--- src/rtl/tps_pkg.sv ---
// Shared definitions for the tiled pipeline scheduler.
// Assumes opcodes arrive as a 2-bit field; only two codes are legal.
package tps_pkg;
    localparam logic [1:0] OP_GEMM = 2'b01;
    localparam logic [1:0] OP_MATH = 2'b10;

    typedef enum logic [1:0] {
        ST_IDLE = 2'd0,
        ST_RUN  = 2'd1,
        ST_POST = 2'd2
    } sched_st_e;

    localparam int ENG_RD  = 0;
    localparam int ENG_CMP = 1;
    localparam int ENG_WR  = 2;
    localparam int N_ENG   = 3;
endpackage

--- src/rtl/tps_chan.sv ---
// One capacity-one engine slot: issues a registered start pulse when
// allowed and idle, tracks busy, and counts issued and finished tiles.
// Assumes done arrives only while busy, as a one-cycle pulse.
module tps_chan #(
    parameter int TILE_W = 6,
    parameter int CNT_W  = TILE_W + 1
) (
    input  logic              clk,
    input  logic              rst_n,
    input  logic              clr,
    input  logic              allow,
    input  logic              done_i,
    output logic              start_o,
    output logic [TILE_W-1:0] tile_o,
    output logic [CNT_W-1:0]  iss_cnt,
    output logic [CNT_W-1:0]  done_cnt
);
    logic busy;

    // Issue, busy tracking and counters for this engine.
    always_ff @(posedge clk) begin
        if (!rst_n || clr) begin
            busy     <= 1'b0;
            start_o  <= 1'b0;
            tile_o   <= '0;
            iss_cnt  <= '0;
            done_cnt <= '0;
        end else begin
            start_o <= 1'b0;
            if (allow && !busy) begin
                start_o <= 1'b1;
                busy    <= 1'b1;
                tile_o  <= iss_cnt[TILE_W-1:0];
                iss_cnt <= iss_cnt + 1'b1;
            end else if (busy && done_i) begin
                busy     <= 1'b0;
                done_cnt <= done_cnt + 1'b1;
            end
        end
    end
endmodule

--- src/rtl/tps_cmd_fsm.sv ---
// Command sequencer: takes one command, decides run/immediate completion,
// and posts the completion once every write is done.
// Assumes the channel counters are cleared on the acceptance cycle.
module tps_cmd_fsm
    import tps_pkg::*;
#(
    parameter int ID_W   = 4,
    parameter int TILE_W = 6,
    parameter int CNT_W  = TILE_W + 1
) (
    input  logic              clk,
    input  logic              rst_n,
    input  logic              sub_valid,
    input  logic [ID_W-1:0]   sub_id,
    input  logic [1:0]        sub_op,
    input  logic [TILE_W-1:0] sub_tiles,
    input  logic [CNT_W-1:0]  wr_fin,
    output logic              sub_ready,
    output logic              accept,
    output logic              run,
    output logic [CNT_W-1:0]  tiles,
    output logic              is_math,
    output logic              cpl_valid,
    output logic [ID_W-1:0]   cpl_id,
    output logic              cpl_err
);
    sched_st_e state;
    logic      bad_op;

    assign bad_op    = (sub_op != OP_GEMM) && (sub_op != OP_MATH);
    assign sub_ready = (state == ST_IDLE);
    assign accept    = sub_valid && sub_ready;
    assign run       = (state == ST_RUN);
    assign cpl_valid = (state == ST_POST);

    // Command state and latched command fields.
    always_ff @(posedge clk) begin
        if (!rst_n) begin
            state   <= ST_IDLE;
            tiles   <= '0;
            is_math <= 1'b0;
            cpl_id  <= '0;
            cpl_err <= 1'b0;
        end else begin
            unique case (state)
                ST_IDLE: if (sub_valid) begin
                    cpl_id  <= sub_id;
                    is_math <= (sub_op == OP_MATH);
                    cpl_err <= bad_op;
                    tiles   <= bad_op ? '0 : CNT_W'(sub_tiles);
                    state   <= (bad_op || sub_tiles == '0) ? ST_POST : ST_RUN;
                end
                ST_RUN:  if (wr_fin == tiles) state <= ST_POST;
                ST_POST: state <= ST_IDLE;
                default: state <= ST_IDLE;
            endcase
        end
    end
endmodule

--- src/rtl/tile_pipe_sched.sv ---
// Top of the tiled DMA-compute scheduler: one command at a time, three
// capacity-one engines, at most MAX_LIVE tiles resident in local buffers.
// Assumes engines return done only for an outstanding start.
module tile_pipe_sched
    import tps_pkg::*;
#(
    parameter int ID_W     = 4,
    parameter int TILE_W   = 6,
    parameter int MAX_LIVE = 2
) (
    input  logic              clk,
    input  logic              rst_n,
    input  logic              sub_valid,
    output logic              sub_ready,
    input  logic [ID_W-1:0]   sub_id,
    input  logic [1:0]        sub_op,
    input  logic [TILE_W-1:0] sub_tiles,
    output logic              rd_start,
    output logic [TILE_W-1:0] rd_tile,
    input  logic              rd_done,
    output logic              cmp_start,
    output logic              cmp_op,
    output logic [TILE_W-1:0] cmp_tile,
    input  logic              cmp_done,
    output logic              wr_start,
    output logic [TILE_W-1:0] wr_tile,
    input  logic              wr_done,
    output logic              cpl_valid,
    output logic [ID_W-1:0]   cpl_id,
    output logic              cpl_err
);
    localparam int CNT_W = TILE_W + 2;

    logic              accept, run, is_math;
    logic [CNT_W-1:0]  tiles;
    logic [N_ENG-1:0]  allow, done_v, start_v;
    logic [CNT_W-1:0]  iss   [N_ENG];
    logic [CNT_W-1:0]  fin   [N_ENG];
    logic [TILE_W-1:0] tl    [N_ENG];

    tps_cmd_fsm #(.ID_W(ID_W), .TILE_W(TILE_W), .CNT_W(CNT_W)) u_fsm (
        .clk(clk), .rst_n(rst_n),
        .sub_valid(sub_valid), .sub_id(sub_id), .sub_op(sub_op),
        .sub_tiles(sub_tiles), .wr_fin(fin[ENG_WR]),
        .sub_ready(sub_ready), .accept(accept), .run(run),
        .tiles(tiles), .is_math(is_math),
        .cpl_valid(cpl_valid), .cpl_id(cpl_id), .cpl_err(cpl_err)
    );

    // Gating per engine: reads bounded by tile count and buffer residency,
    // compute and write each trail the previous stage's finished count.
    always_comb begin
        allow[ENG_RD]  = run && (iss[ENG_RD] < tiles)
                             && (iss[ENG_RD] < fin[ENG_WR] + CNT_W'(MAX_LIVE));
        allow[ENG_CMP] = run && (iss[ENG_CMP] < fin[ENG_RD]);
        allow[ENG_WR]  = run && (iss[ENG_WR] < fin[ENG_CMP]);
    end

    assign done_v = {wr_done, cmp_done, rd_done};

    for (genvar e = 0; e < N_ENG; e++) begin : g_eng
        tps_chan #(.TILE_W(TILE_W), .CNT_W(CNT_W)) u_chan (
            .clk(clk), .rst_n(rst_n), .clr(accept),
            .allow(allow[e]), .done_i(done_v[e]),
            .start_o(start_v[e]), .tile_o(tl[e]),
            .iss_cnt(iss[e]), .done_cnt(fin[e])
        );
    end

    assign rd_start  = start_v[ENG_RD];
    assign cmp_start = start_v[ENG_CMP];
    assign wr_start  = start_v[ENG_WR];
    assign rd_tile   = tl[ENG_RD];
    assign cmp_tile  = tl[ENG_CMP];
    assign wr_tile   = tl[ENG_WR];
    assign cmp_op    = is_math;
endmodule

--- config.mk ---
export PLATFORM = sky130hd
export DESIGN_NAME = tile_pipe_sched
export DESIGN_NICKNAME = d
export VERILOG_FILES = /design/src/rtl/tps_pkg.sv /design/src/rtl/tps_chan.sv /design/src/rtl/tps_cmd_fsm.sv /design/src/rtl/tile_pipe_sched.sv
export SDC_FILE = /design/constraint.sdc
export NUM_CORES = 1
export LEC_CHECK = 0
export BUFFER_PORTS_ARGS = -buffer_cell sky130_fd_sc_hd__buf_4
export CAP_MARGIN = 20
export CORE_UTILIZATION = 30
export CTS_BUF_LIST = sky130_fd_sc_hd__clkbuf_16
export DETAILED_ROUTE_END_ITERATION = 10
export PLACE_DENSITY = 0.45
export REMOVE_ABC_BUFFERS = 1
export SYNTH_ARGS = -nofsm -noshare
export SYNTH_HDL_FRONTEND = slang
export SYNTH_SLANG_ARGS = --single-unit
--- constraint.sdc ---
create_clock -name clk -period 3.8 [get_ports clk]
set_input_delay 0.38 -clock clk [delete_from_list [all_inputs] [get_ports clk]]
set_output_delay 0.38 -clock clk [all_outputs]
set_load 0.02 [all_outputs]
Word-level counts from Yosys, hierarchy flattened

Cells that the tools add are included.

Add/subtract/negate cells: 7
Bitwise gates (word level): 3
Divide/modulo/power cells: 0
Multiplexer cells: 14
Eq/ne operators: 8
Shift-type cells: 0
$mul: 0
Reduce and logical (&&, ||, !) cells: 28
$lt $le $gt $ge: 4

Operators with widths:

| operator            | number |
|---|---|
| $add 8x1->8 const B | 6 |
| $lt 8x8->1          | 4 |
| $logic_and 1x1->1   | 12 |
| $reduce_and 2->1    | 5 |
| $mux 1              | 9 |
| $add 8x2->8 const B | 1 |
| $eq 8x8->1          | 1 |
| $logic_not 6->1     | 1 |
| $mux 2              | 3 |
| $mux 6              | 1 |
| $reduce_bool 2->1   | 3 |
| $eq 2x2->1 const B  | 2 |
| $logic_not 1->1     | 4 |
| $ne 2x1->1 const B  | 2 |
| $ne 2x2->1 const B  | 2 |
| $pmux 2 s2          | 1 |
| $not 1->1           | 3 |
| $eq 2x1->1 const B  | 1 |
| $logic_not 2->1     | 1 |
| $logic_or 1x1->1    | 2 |

Word-level logic and storage cells: 84
Output and inout bits: 29
Memories kept: 0
Latch bits: 0
ROM bits: 0
Bits in registers: 88
Bits of input ports: 18
Bits in writable memories: 0

Longest topological paths before layout

Gate-level depths: netlist of the first run.

Depth after elaboration: 6
Gate-level depth with buffers: 11
Gate-level depth less buffers: 10

Hierarchy

A second synthesis of the first run with hierarchy kept.

Cell total of the unflattened synthesis: 524
Area, all modules: 4,410.5 um2

By module, submodules not included:

| module          | seq. area each (um2) | instances | cells an instance | area each (um2) |
|---|---|---|---|---|
| tps_chan        | 480.5                | 3         | 114               | 980.9 |
| tile_pipe_sched | 0.0                  | 1         | 103               | 780.7 |
| tps_cmd_fsm     | 280.3                | 1         | 79                | 686.9 |

Worst setup path after synthesis of the first run

Ideal clock, no wire load.

Kind: reg2reg
Start: register g_eng[2].u_chan.done_cnt[1]
End: register g_eng[0].u_chan.iss_cnt[2]
Cell stages (with the launch flop): 12
Path slack: 1.040 ns
Setup time: 0.070 ns
Required time: 3.730 ns
Path buffers: 1
Arrival time: 2.690 ns
Clock period less this slack: 2.760 ns
Cells stage by stage: dfxtp_1 > ha_1 > and3_1 > nand3_1 > xor2_1 > ha_1 > a211oi_1 > nand3_1 > a2111o_1 > buf_6 > or4_1 > a21oi_1

Longest elaborated chain between the ends: 4

RTL lines:

| item                   | RTL line              | source |
|---|---|---|
| start, declared        | tps_chan.sv:16        | `output logic [CNT_W-1:0] done_cnt` |
| start signal, assigned | tps_chan.sv:37        | `done_cnt <= done_cnt + 1'b1;` |
| $add 8x2->8            | tile_pipe_sched.sv:54 | `&& (iss[ENG_RD] < fin[ENG_WR] + CNT_W'(MAX_LIVE));` |
| $lt 8x8->1             | tile_pipe_sched.sv:54 |  |
| $logic_and 1x1->1      | tile_pipe_sched.sv:54 |  |
| $logic_and 1x1->1      | tps_chan.sv:30        | `if (allow && !busy) begin` |
| end signal, assigned   | tps_chan.sv:34        | `iss_cnt <= iss_cnt + 1'b1;` |
| end, declared          | tps_chan.sv:15        | `output logic [CNT_W-1:0] iss_cnt,` |

No other way between the ends.
A chain may end at the register's enable or synchronous reset.

Final worst setup path of the first run

Start: register g_eng[2].u_chan.done_cnt[1]
End: register g_eng[0].u_chan.iss_cnt[4]

The elaborated chain is that of the path after synthesis.

==> results.sh, run 1 <==
export IMPL_netlist_instances=510
export IMPL_worst_slew_pin_slew_ns=1.02
export IMPL_std_cell_rows=43
export IMPL_syn_area_um2=4320
export IMPL_async_flop_share_pct=0
export IMPL_drc=0
export IMPL_finalHoldViolations=0
export IMPL_firstDrtPassIters=4
export IMPL_cts_setup_buffers=0
export IMPL_layout_commonest_cell="dfxtp_1"
export IMPL_place_hpwl_mm=6.79
export IMPL_seq_area_um2=1720
export IMPL_synthFlopType="dfxtp_1"
export IMPL_grt_total_usage_pct=14.0
export IMPL_slowest_delay_ns=0.55
export IMPL_peakVddDrop_mv=0.197
export IMPL_clock_skew_ns=0.00278
export IMPL_drt_wl_total_mm=9.56
export IMPL_synth_seq_cells=86
export IMPL_die_area_um2=14900
export IMPL_max_cap_viol_count=0
export IMPL_cellLeakagePower_nw=2.00
export IMPL_p_per_area_nw_per_um2=358
export IMPL_vias=3521
export IMPL_first_iter_violations=177
export IMPL_slew_headroom_pct=31.9
export IMPL_grt_pass1_wl_mm=16.1
export IMPL_crit_family="simple AND/OR/NAND/NOR gates"
export IMPL_die_height_um=122
export IMPL_numPortBuffers=46
export IMPL_synth_cell_types=42
export IMPL_layout_drive_gt1_share_pct=12.8
export IMPL_cp_max_fo=13
export IMPL_cts_tree="done"
export IMPL_synth_edff_count=0
export IMPL_ys_warn_count=0
export IMPL_path_class="reg2reg"
export IMPL_area_delta_synth_final_pct=17.9
export IMPL_outcome="finished, final reports clean"
export IMPL_grt_max_degree=35
export IMPL_nets=602
export IMPL_grt_pass1_vias=3406
export IMPL_die_x_um=122
export IMPL_period_share_pct=81.6
export IMPL_grt_antenna_before_repair=0
export IMPL_cts_max_level=3
export IMPL_finalWeightedCongestion=0.768
export IMPL_cts_sinks=86
export IMPL_fin_total_pwr_mw=1.82
export IMPL_fin_tns_setup_ns=0
export IMPL_critical_path_arrival_ns=3.37
export IMPL_syn_avg_cell_area_um2=8.47
export IMPL_min_delay_path_class="in2reg"
export IMPL_coreArea_um2=14000
export IMPL_path_cells="ha_1 -> and3_1 -> nand3_1 -> xor2_1 -> ha_1 -> a211oi_1 -> nand3_1 -> a2111o_1 -> or4_1 -> a21oi_1"
export IMPL_cts_root_buf="clkbuf_16"
export IMPL_cts_hold_buf=0
export IMPL_layout_common_cells="dfxtp_1 (86), nand2_1 (58), buf_4 (52)"
export IMPL_numCtsBuffers=9
export IMPL_antenna_cells=0
export IMPL_multi_input_area_um2=2390
export IMPL_ys_seq_area_share_pct=39.9
export IMPL_start_util_pct=30.9
export IMPL_post_drt_wl_per_cell_um=13.0
export IMPL_required_ns=4.07
export IMPL_finalCriticalPeriod_ns=3.10
export IMPL_rsz0062_at_grt="no"
export IMPL_clk_latency_ns=0.34
export IMPL_path_clk_slew_ns=0.06
export IMPL_clk_path_buf_depth=2
export IMPL_slew_viol_final=0
export IMPL_globalRouteOverflowTotal=0
export IMPL_cts_resized=0
export IMPL_timing_fmax_ghz=0.323
export IMPL_critPathSlowestCell="a2111o_1"
export IMPL_cp_end_kind="flip-flop"
export IMPL_cp_buffers_inverters=0
export IMPL_setup_violations=0
export IMPL_ios=47
export IMPL_via_per_inst=4.80
export IMPL_cp_start_kind="flip-flop"
export IMPL_drtAntennaViolNets=0
export IMPL_fill_cells=1489
cell usage after synthesis, types with 8 or more instances:
cell / instances / area (um^2)
dfxtp_1: 86 / 1720
ha_1: 34 / 425
mux2i_1: 12 / 120
nand4_1: 8 / 50.1
a21oi_1: 27 / 135
nor3_1: 10 / 50.1
xnor2_1: 18 / 158
nand2_1: 58 / 218
clkbuf_1: 22 / 82.6
nand3_1: 38 / 190
xor2_1: 12 / 105
o21ai_0: 25 / 125
nor2_1: 41 / 154
inv_1: 30 / 113
worst reg2reg max path, cell delays in order, from the launching register on:
cell      delay (ns)
dfxtp_1         0.45
ha_1            0.27
and3_1          0.21
nand3_1         0.13
xor2_1          0.18
ha_1            0.18
a211oi_1        0.21
nand3_1         0.16
a2111o_1        0.55
or4_1           0.52
a21oi_1         0.16
registers in the layout, indices dropped and copies added, names as in the netlist:
register,count
u_fsm.is_math,1
g_eng.u_chan.done_cnt,24
u_fsm.cpl_id,4
u_fsm.tiles,6
g_eng.u_chan.iss_cnt,24
g_eng.u_chan.tile_o,18
u_fsm.state,2
g_eng.u_chan.start_o,3
u_fsm.cpl_err,1
g_eng.u_chan.busy,3
power breakdown:
part	internal, mW	total, mW	switching [mW]
Combinational	0.0505	0.132	0.0819
Clock	0.426	0.769	0.343
Sequential	0.913	0.922	0.00934
metal layers:
metal	GRT usage [%]	wire length, um	part of all wire [%]	vias up
met4	4.55	112	1.2	0
met2	23.4	4530	47	37
met1	16.9	4620	48	1622
li1	-	-	-	1854
met3	4.35	297	3.1	8
met5	0	0	0	-
cell type report:
| type | instances | area share (%) |
|---|---|---|
| clock buffer | 9 | 4.42 |
| clock inverter | 5 | 0.418 |
| inverter | 30 | 2.21 |
| multi-input combinational | 371 | 47.0 |
| sequential | 86 | 33.8 |
| tap | 180 | 4.42 |
| timing repair buffer | 52 | 7.67 |
final timing paths:
kind	from	end	slack (ns)	cells after the start
hold reg to reg	g_eng[1].u_chan.tile_o[5]	g_eng[1].u_chan.tile_o[5]	0.46	2
hold / removal	sub_tiles[2]	u_fsm.tiles[2]	0.25	3
setup / recovery	g_eng[2].u_chan.done_cnt[1]	g_eng[0].u_chan.iss_cnt[4]	0.70	10
setup reg to reg	g_eng[2].u_chan.done_cnt[1]	g_eng[0].u_chan.iss_cnt[4]	0.70	10
cells by family after synthesis:
kind of cell | Yosys count | synth area share [%]
compound gates | 96 | 14.4
xor+xnor | 30 | 6.08
fa+ha+maj | 34 | 9.85
buf+inv | 53 | 4.78
flops | 86 | 39.9
mux | 12 | 2.78
simple gates | 199 | 22.3
per-stage QoR:
step | area (um^2) | worst slack [ns] | util, % | hold WS (ns) | cells
after floorplan | 4230 | 0.987 | - | 0.466 | 487
after global placement | 4840 | 0.797 | 34.6 | 0.445 | 719
after detailed placement | 4840 | 0.719 | 34.6 | 0.446 | 719
after CTS | 5090 | 0.696 | 36.4 | 0.235 | 733
after global routing | 5090 | 0.351 | 36.4 | 0.245 | 733
final | 5090 | 0.700 | 36.4 | 0.247 | 733
Power figures use the tool's default switching activity.
==> inputs of run 2 (changes only) <==
--- a/config.mk
+++ b/config.mk
@@ -10,7 +10,7 @@
 export CORE_UTILIZATION = 30
 export CTS_BUF_LIST = sky130_fd_sc_hd__clkbuf_16
 export DETAILED_ROUTE_END_ITERATION = 10
-export PLACE_DENSITY = 0.45
+export PLACE_DENSITY = 0.47
 export REMOVE_ABC_BUFFERS = 1
 export SYNTH_ARGS = -nofsm -noshare
 export SYNTH_HDL_FRONTEND = slang
==> constraint.sdc (replaced) <==
create_clock -name clk -period 2.5 [get_ports clk]
set_input_delay 0.25 -clock clk [delete_from_list [all_inputs] [get_ports clk]]
set_output_delay 0.25 -clock clk [all_outputs]
set_load 0.02 [all_outputs]
==> run 2 against run 1 <==
Net effect:
- utilization up 1.7 points
- sequential cell count unchanged
- the flow now finishes with violations (negative setup slack)
- register-to-register slack worse by 0.76 ns
- maximum frequency up 21%
- clock skew up 0.0033 ns
- total power up 54%
- setup slack worse by 0.76 ns
- count of clock-buffer cells in the layout unchanged
- sequential share of layout area down 1.5 points
- die area unchanged
- largest cell class unchanged
- routed wire length about the same
==> results.sh, run 2 (same netlist as run 1, synthesis figures left out) <==
export IMPL_outcome="finished with violations"
export IMPL_violations="negative setup slack"
export IMPL_rsz0062_at_grt="yes"
export IMPL_start_util_pct=30.9
export IMPL_die_height_um=122
export IMPL_cts_max_level=3
export IMPL_slew_headroom_pct=62.4
export IMPL_std_cell_rows=43
export IMPL_die_area_um2=14900
export IMPL_drc=0
export IMPL_cts_hold_buf=0
export IMPL_finalCriticalPeriod_ns=2.56
export IMPL_nets=620
export IMPL_layout_commonest_cell="dfxtp_1"
export IMPL_path_cells="ha_4 -> and3_4 -> nand3_4 -> xor2_2 -> ha_2 -> a211oi_2 -> nand3_2 -> a2111o_1 -> or4_4 -> a21oi_2"
export IMPL_numCtsBuffers=9
export IMPL_finalWeightedCongestion=0.769
export IMPL_cts_sinks=86
export IMPL_ios=47
export IMPL_p_per_area_nw_per_um2=527
export IMPL_die_x_um=122
export IMPL_slew_viol_final=0
export IMPL_critical_path_arrival_ns=2.84
export IMPL_cellLeakagePower_nw=2.11
export IMPL_min_delay_path_class="in2reg"
export IMPL_post_drt_wl_per_cell_um=12.7
export IMPL_path_class="reg2reg"
export IMPL_globalRouteOverflowTotal=0
export IMPL_cts_root_buf="clkbuf_16"
export IMPL_cp_start_kind="flip-flop"
export IMPL_vias=3589
export IMPL_slowest_delay_ns=0.55
export IMPL_path_clk_slew_ns=0.06
export IMPL_antenna_cells=0
export IMPL_finalHoldViolations=0
export IMPL_firstDrtPassIters=4
export IMPL_cp_end_kind="flip-flop"
export IMPL_required_ns=2.78
export IMPL_grt_total_usage_pct=13.9
export IMPL_numPortBuffers=46
export IMPL_fin_ws_ns=-0.0598
export IMPL_worst_slew_pin_slew_ns=0.563
export IMPL_grt_pass1_vias=3349
export IMPL_grt_antenna_before_repair=0
export IMPL_cts_tree="done"
export IMPL_via_per_inst=4.77
export IMPL_first_iter_violations=145
export IMPL_placed_cell_area_um2=5000
export IMPL_crit_family="simple AND/OR/NAND/NOR gates"
export IMPL_max_cap_viol_count=0
export IMPL_area_delta_synth_final_pct=23.5
export IMPL_period_share_pct=102
export IMPL_grt_max_degree=56
export IMPL_clk_latency_ns=0.35
export IMPL_grt_pass1_wl_mm=16.0
export IMPL_fin_util_pct=38.1
export IMPL_critPathSlowestCell="or4_4"
export IMPL_coreArea_um2=14000
export IMPL_peakVddDrop_mv=0.387
export IMPL_timing_fmax_ghz=0.391
export IMPL_cp_max_fo=7
export IMPL_layout_common_cells="dfxtp_1 (84), buf_4 (68), nand2_1 (57)"
export IMPL_layout_drive_gt1_share_pct=18.3
export IMPL_setup_violations=1
export IMPL_drtAntennaViolNets=0
export IMPL_cp_buffers_inverters=0
export IMPL_clock_skew_ns=0.00610
export IMPL_largestRegisters="g_eng.u_chan.done_cnt: 24 flops, g_eng.u_chan.iss_cnt: 24 flops, g_eng.u_chan.tile_o: 18 flops"
export IMPL_fin_area_um2=5330
export IMPL_place_hpwl_mm=6.76
export IMPL_clk_path_buf_depth=2
export IMPL_drt_wl_total_mm=9.56
run 2: power breakdown:
group | total [mW] | leakage, nW | internal [mW] | switching (mW)
clock | 1.20 | 0.135 | 0.657 | 0.545
sequential | 1.40 | 0.695 | 1.39 | 0.0137
combinational | 0.210 | 1.28 | 0.0849 | 0.125
total | 2.81 | 2.11 | 2.13 | 0.684
run 2: timing repair:
action,CTS,global route
pin swaps,5,9
setup buffers,0,1
resized for setup,3,14
endpoints found under the setup margin,5,13
run 2: worst register-to-register path, stage by stage (launching register included):
cell	delay, ns
dfxtp_2	0.35
ha_4	0.14
and3_4	0.19
nand3_4	0.08
xor2_2	0.15
ha_2	0.19
a211oi_2	0.16
nand3_2	0.11
a2111o_1	0.47
or4_4	0.55
a21oi_2	0.12
run 2: cell type report:
class	instances	area, um^2
clock buffers	9	225
clock inverters	7	33.8
fillers	1484	8660
inverters	30	113
multi-input cells	371	2460
flip-flops and latches	86	1720
well taps	180	225
repair buffers	70	551
run 2: routing by layer:
layer | track usage [%] | routed length [um]
met1 | 17.0 | 4630
met2 | 22.7 | 4390
met3 | 4.78 | 395
met4 | 4.48 | 137
met5 | 0 | 0
run 2: path summary, 6_finish.rpt:
| path | from | to | slack, ns | cells after the start |
|---|---|---|---|---|
| max reg2reg | g_eng[2].u_chan.done_cnt[2] | g_eng[0].u_chan.iss_cnt[2] | -0.06 | 10 |
| min | sub_tiles[4] | u_fsm.tiles[4] | 0.11 | 3 |
| max | g_eng[2].u_chan.done_cnt[2] | g_eng[0].u_chan.iss_cnt[2] | -0.06 | 10 |
| min reg2reg | g_eng[2].u_chan.tile_o[5] | g_eng[2].u_chan.tile_o[5] | 0.46 | 2 |
run 2: metrics by stage:
stage	TNS (ns)	power, mW	hold WS [ns]	cells	worst slack, ns
6_report	-0.0598	2.81	0.114	753	-0.0598
3_3_place_gp	-0.236	1.64	0.445	736	-0.0764
5_1_grt	-0.431	2.95	0.118	753	-0.175
4_1_cts	0	2.87	0.104	752	0.00878
3_5_place_dp	-0.516	1.64	0.449	736	-0.149
2_1_floorplan	-1.80	1.54	0.359	487	-0.313
